$ cat src/rtl/dds_regfile.sv
module dds_regfile #(
  parameter int WORD_W    = 16,
  parameter int ADDR_W    = 2,
  parameter int FREQ_W    = 28,
  parameter int PHASE_W   = 12,
  parameter int WIDE_BIT  = 13,
  parameter int HALF_BIT  = 12,
  parameter int CLEAR_BIT = 8
) (
  input  logic                      clk,
  input  logic                      rst_n,
  input  logic                      wr_en,
  input  logic [WORD_W-1:0]         wr_data,
  output logic [WORD_W-ADDR_W-1:0]  ctrl_q,
  output logic [FREQ_W-1:0]         freq0_q,
  output logic [FREQ_W-1:0]         freq1_q,
  output logic [PHASE_W-1:0]        phase0_q,
  output logic [PHASE_W-1:0]        phase1_q
);
  localparam int PAY_W    = WORD_W - ADDR_W;
  localparam int HALF_W   = FREQ_W / 2;
  localparam int PSEL_BIT = PAY_W - 1;

  logic [ADDR_W-1:0]  addr;
  logic [PAY_W-1:0]   pay;
  logic               wr_ctrl, wr_freq, wr_phase, fidx;
  logic               wide, narrow_hi, clr, commit;
  logic               pend_q, pend_idx_q;
  logic [HALF_W-1:0]  hold_q;
  logic [FREQ_W-1:0]  freq_r  [2];
  logic [PHASE_W-1:0] phase_r [2];

  assign addr      = wr_data[WORD_W-1 -: ADDR_W];
  assign pay       = wr_data[PAY_W-1:0];
  assign wr_ctrl   = wr_en && (addr == ADDR_W'(0));
  assign wr_freq   = wr_en && (addr == ADDR_W'(1) || addr == ADDR_W'(2));
  assign wr_phase  = wr_en && (addr == ADDR_W'(3));
  assign fidx      = addr[1];
  assign wide      = ctrl_q[WIDE_BIT];
  assign narrow_hi = ctrl_q[HALF_BIT];
  assign clr       = ctrl_q[CLEAR_BIT];
  assign commit    = wr_freq && wide && pend_q && (pend_idx_q == fidx);

  always_ff @(posedge clk or negedge rst_n) begin
    if (!rst_n)
      ctrl_q <= '0;
    else if (wr_ctrl)
      ctrl_q <= pay;
  end

  always_ff @(posedge clk or negedge rst_n) begin
    if (!rst_n) begin
      pend_q     <= 1'b0;
      pend_idx_q <= 1'b0;
      hold_q     <= '0;
    end else if (clr || wr_ctrl) begin
      pend_q <= 1'b0;
    end else if (wr_freq && wide) begin
      if (commit) begin
        pend_q <= 1'b0;
      end else begin
        pend_q     <= 1'b1;
        pend_idx_q <= fidx;
        hold_q     <= HALF_W'(pay);
      end
    end
  end

  for (genvar g = 0; g < 2; g++) begin : g_chan
    always_ff @(posedge clk or negedge rst_n) begin
      if (!rst_n)
        freq_r[g] <= '0;
      else if (clr)
        freq_r[g] <= '0;
      else if (wr_freq && fidx == 1'(g)) begin
        if (wide) begin
          if (commit)
            freq_r[g] <= {HALF_W'(pay), hold_q};
        end else if (narrow_hi)
          freq_r[g][FREQ_W-1:HALF_W] <= HALF_W'(pay);
        else
          freq_r[g][HALF_W-1:0] <= HALF_W'(pay);
      end
    end

    always_ff @(posedge clk or negedge rst_n) begin
      if (!rst_n)
        phase_r[g] <= '0;
      else if (clr)
        phase_r[g] <= '0;
      else if (wr_phase && pay[PSEL_BIT] == 1'(g))
        phase_r[g] <= pay[PHASE_W-1:0];
    end
  end

  assign freq0_q  = freq_r[0];
  assign freq1_q  = freq_r[1];
  assign phase0_q = phase_r[0];
  assign phase1_q = phase_r[1];
endmodule


$ cat config.mk
export PLATFORM = sky130hd
export DESIGN_NAME = dds_regfile
export DESIGN_NICKNAME = d
export VERILOG_FILES = /design/src/rtl/dds_regfile.sv
export SDC_FILE = /design/constraint.sdc
export NUM_CORES = 1
export LEC_CHECK = 0
export BUFFER_PORTS_ARGS = -buffer_cell sky130_fd_sc_hd__buf_2
export CAP_MARGIN = 0
export CORE_AREA = 2 2 96 98
export CTS_BUF_LIST = sky130_fd_sc_hd__clkbuf_8
export DETAILED_ROUTE_END_ITERATION = 16
export DIE_AREA = 0 0 98 100
export PLACE_DENSITY = 0.85
export SKIP_CTS_REPAIR_TIMING = 1
export SLEW_MARGIN = 20
export SYNTH_ARGS = -nofsm -noshare
export SYNTH_HDL_FRONTEND = slang
export SYNTH_SLANG_ARGS = --single-unit
$ cat constraint.sdc
create_clock -name clk -period 1.9 [get_ports clk]
set_input_delay 0.19 -clock clk [delete_from_list [all_inputs] [get_ports clk]]
set_output_delay 0.19 -clock clk [all_outputs]
set_load 0.01 [all_outputs]
==> run summary <==
* normalized max-slew margin: 0.541
* Routed WL: 11000 um
* Peak supply drop: 0.479 mV
* min-delay worst type: primary input to register
* CP Capture Type: register
* share of the core filled with cells: 0.645
* number of warnings issued by yosys: 0
* total number of placement rows: 35
* CTS clock-pin slew for the worst setup and hold paths: 110 ps
* Pleak: 2.93 nW
* GPL Wtd Cong: 0.926
* final hold violation count: 0
* via count of the routed design: 3518
* area delta synth->final: 18.8%
* TritonCTS clock tree: done
* routed length per instance: 17.7 um
* Die Footprint: 0.00980 mm2
* most common cell after layout, fill and taps aside: buf_2
* 1st-pass router iterations: 4
* highest metal layer with signal wires: met4
* max frequency: 0.577 GHz
* most frequent cells in the layout: buf_2 (111), dfrtp_1 (109), nand2b_1 (72)
* setup repair after global routing missed its margin: false
* pin count of the biggest net entering global routing: 104
* layout cells sized above 1: 0.339
* worst-case setup slack after placement: -52.0 ps
* root buf cell: clkbuf_8
* Yosys reg bits: 110
* global-route total usage across every layer: 0.231
* grt ovf: 0
* Starting DRT DRC Count: 186
* Chip Height: 100 um
* Mapped Nets: 424
* number of standard cells after synthesis: 403
* Seq/Total Area, Yosys: 0.570
* DR WL met3: 621 um
* run status: completed
* core outline area: 0.00889 mm2
* horizontal die dimension: 98 um
* largest clock skew in the final design: 11.8 ps
* number of antenna violations at the first check in global routing: 0
* Period minus WS final: 1730 ps
* final-stage net count: 530
* n_diodes: 0
* Skew-Pair Late Insertion Delay: 370 ps
* remaining antenna violation count: 0
* Avg Vias per Cell: 5.64
* maximum level of the CTS H-tree: 3
* final clock period utilization by the worst path: 0.911
* number of sinks driven by the clock tree: 110
* worst hold slack across all endpoints: 98.7 ps
* number of maximum-capacitance constraint violations: 0
* placed cell area: 0.00552 mm2
* endpoint required time on the critical path: 2180 ps
* Worst EP arrival: 2010 ps
* top-level port count: 113
* final worst slack: 168 ps
* Worst Setup Path Type: register to register
* routed wire length on met2: 5060 um
* met1 wire length: 5180 um
* wire length of the first global-routing pass: 18100 um
* critical path startpoint category: register
* final setup violation count: 0
* via count of the first global-routing pass: 3478
* average instance area after synthesis: 12.0 um2
* number of distinct standard cells referenced by the synthesized netlist: 26
* DRC errors left: 0
* clock buffer count from CTS: 9
* Final HPWL DP: 7730 um
* final cell area excluding filler cells: 0.00574 mm2
* aggregate negative setup slack: 0 ps
* input/output buffers: 112
* final count of pins violating max slew: 0
* Clock Path Buffers: 2
* worst-margin pin slew: 689 ps
* Initial Utilization: 0.543
* pwr/cell area: 1030 mW/mm2
* post-synth design cell area: 0.00483 mm2
* critical path peak fanout: 12
-- worst max-delay path, cell delays in order, from the launching register on --
cell and delay (ps):
dfrtp_1 590, nand2b_1 210, a21o_1 580, mux2i_1 270
-- worst paths after layout --
path / from / to / slack [ps] / cells past startpoint
min in group asynchronous: rst_n / phase0_q[1] / 340 / 2
worst max-delay path: ctrl_q[13] / freq1_q[14] / 170 / 3
worst max register to register: ctrl_q[13] / freq1_q[14] / 170 / 3
max in group asynchronous: rst_n / ctrl_q[8] / 910 / 3
worst min-delay path: wr_data[12] / hold_q[12] / 100 / 2
worst min register to register: phase1_q[4] / phase1_q[4] / 490 / 2
-- through the flow --
| stage | total power [mW] | cells |
|---|---|---|
| floorplan | 3.95 | 403 |
| global placement | 4.47 | 608 |
| detailed placement | 4.56 | 608 |
| CTS | 5.95 | 623 |
| global route | 6.24 | 624 |
| finish | 5.93 | 624 |
-- logic make-up after synthesis --
group / after synthesis / share of synthesized area
AOI/OAI and AO/OA: 66 / 0.0972
xor gates and xnor gates: 1 / 0.00181
adders and majority gates: 2 / 0.00518
buffers and inverters: 45 / 0.0394
DFF: 110 / 0.570
muxes: 68 / 0.148
and+or+nand+nor: 111 / 0.138
-- state kept, by name, indices dropped and copies added, names as in the netlist --
register,cells
pend_q,1
freq1_q,28
pend_idx_q,1
ctrl_q,14
phase0_q,12
phase1_q,12
freq0_q,28
hold_q,14
-- layer usage --
metal / up-vias / track usage
met2: 132 / 0.353
li1: 1613 / -
met4: 0 / 0.0801
met1: 1757 / 0.342
met5: - / 0
met3: 16 / 0.0327
-- cells in the mapped netlist --
library cell | number | area, um2
dfrtp_1 | 110 | 2750
nand2b_1 | 72 | 450
mux2i_1 | 40 | 400
mux2_2 | 28 | 315
o32ai_1 | 28 | 245
inv_1 | 16 | 60.1
nand2_1 | 16 | 60.1
a21oi_1 | 15 | 75.1
clkbuf_1 | 14 | 52.6
nor3b_1 | 14 | 105
o21ai_0 | 13 | 65.1
buf_2 | 11 | 55.1
a21o_1 | 4 | 30.0
nand3_1 | 4 | 20.0
buf_1 | 3 | 11.3
a21oi_2 | 2 | 17.5
a31oi_1 | 2 | 12.5
ha_1 | 2 | 25.0
nand3b_1 | 2 | 15.0
and2_1 | 1 | 6.26
buf_6 | 1 | 11.3
nor2_1 | 1 | 3.75
o2111ai_2 | 1 | 15.0
o311ai_0 | 1 | 8.76
or2_2 | 1 | 6.26
xor2_1 | 1 | 8.76
-- power by group --
group / switching [mW] / internal (mW) / total, mW / leakage (nW)
registers: 0.251 / 2.76 / 3.01 / 1.44
logic: 0.837 / 0.677 / 1.51 / 1.40
clock network: 0.794 / 0.615 / 1.41 / 0.0936
total: 1.88 / 4.05 / 5.93 / 2.93
-- layout make-up --
| type | count | area, um2 |
|---|---|---|
| clock inverters | 6 | 70.1 |
| repair buffers | 124 | 681 |
| flip-flops and latches | 110 | 2750 |
| fillers | 694 | 3150 |
| well taps | 111 | 139 |
| inverters | 16 | 60.1 |
| multi-input cells | 248 | 1910 |
| clock buffers | 9 | 124 |
Power figures use the tool's default switching activity.
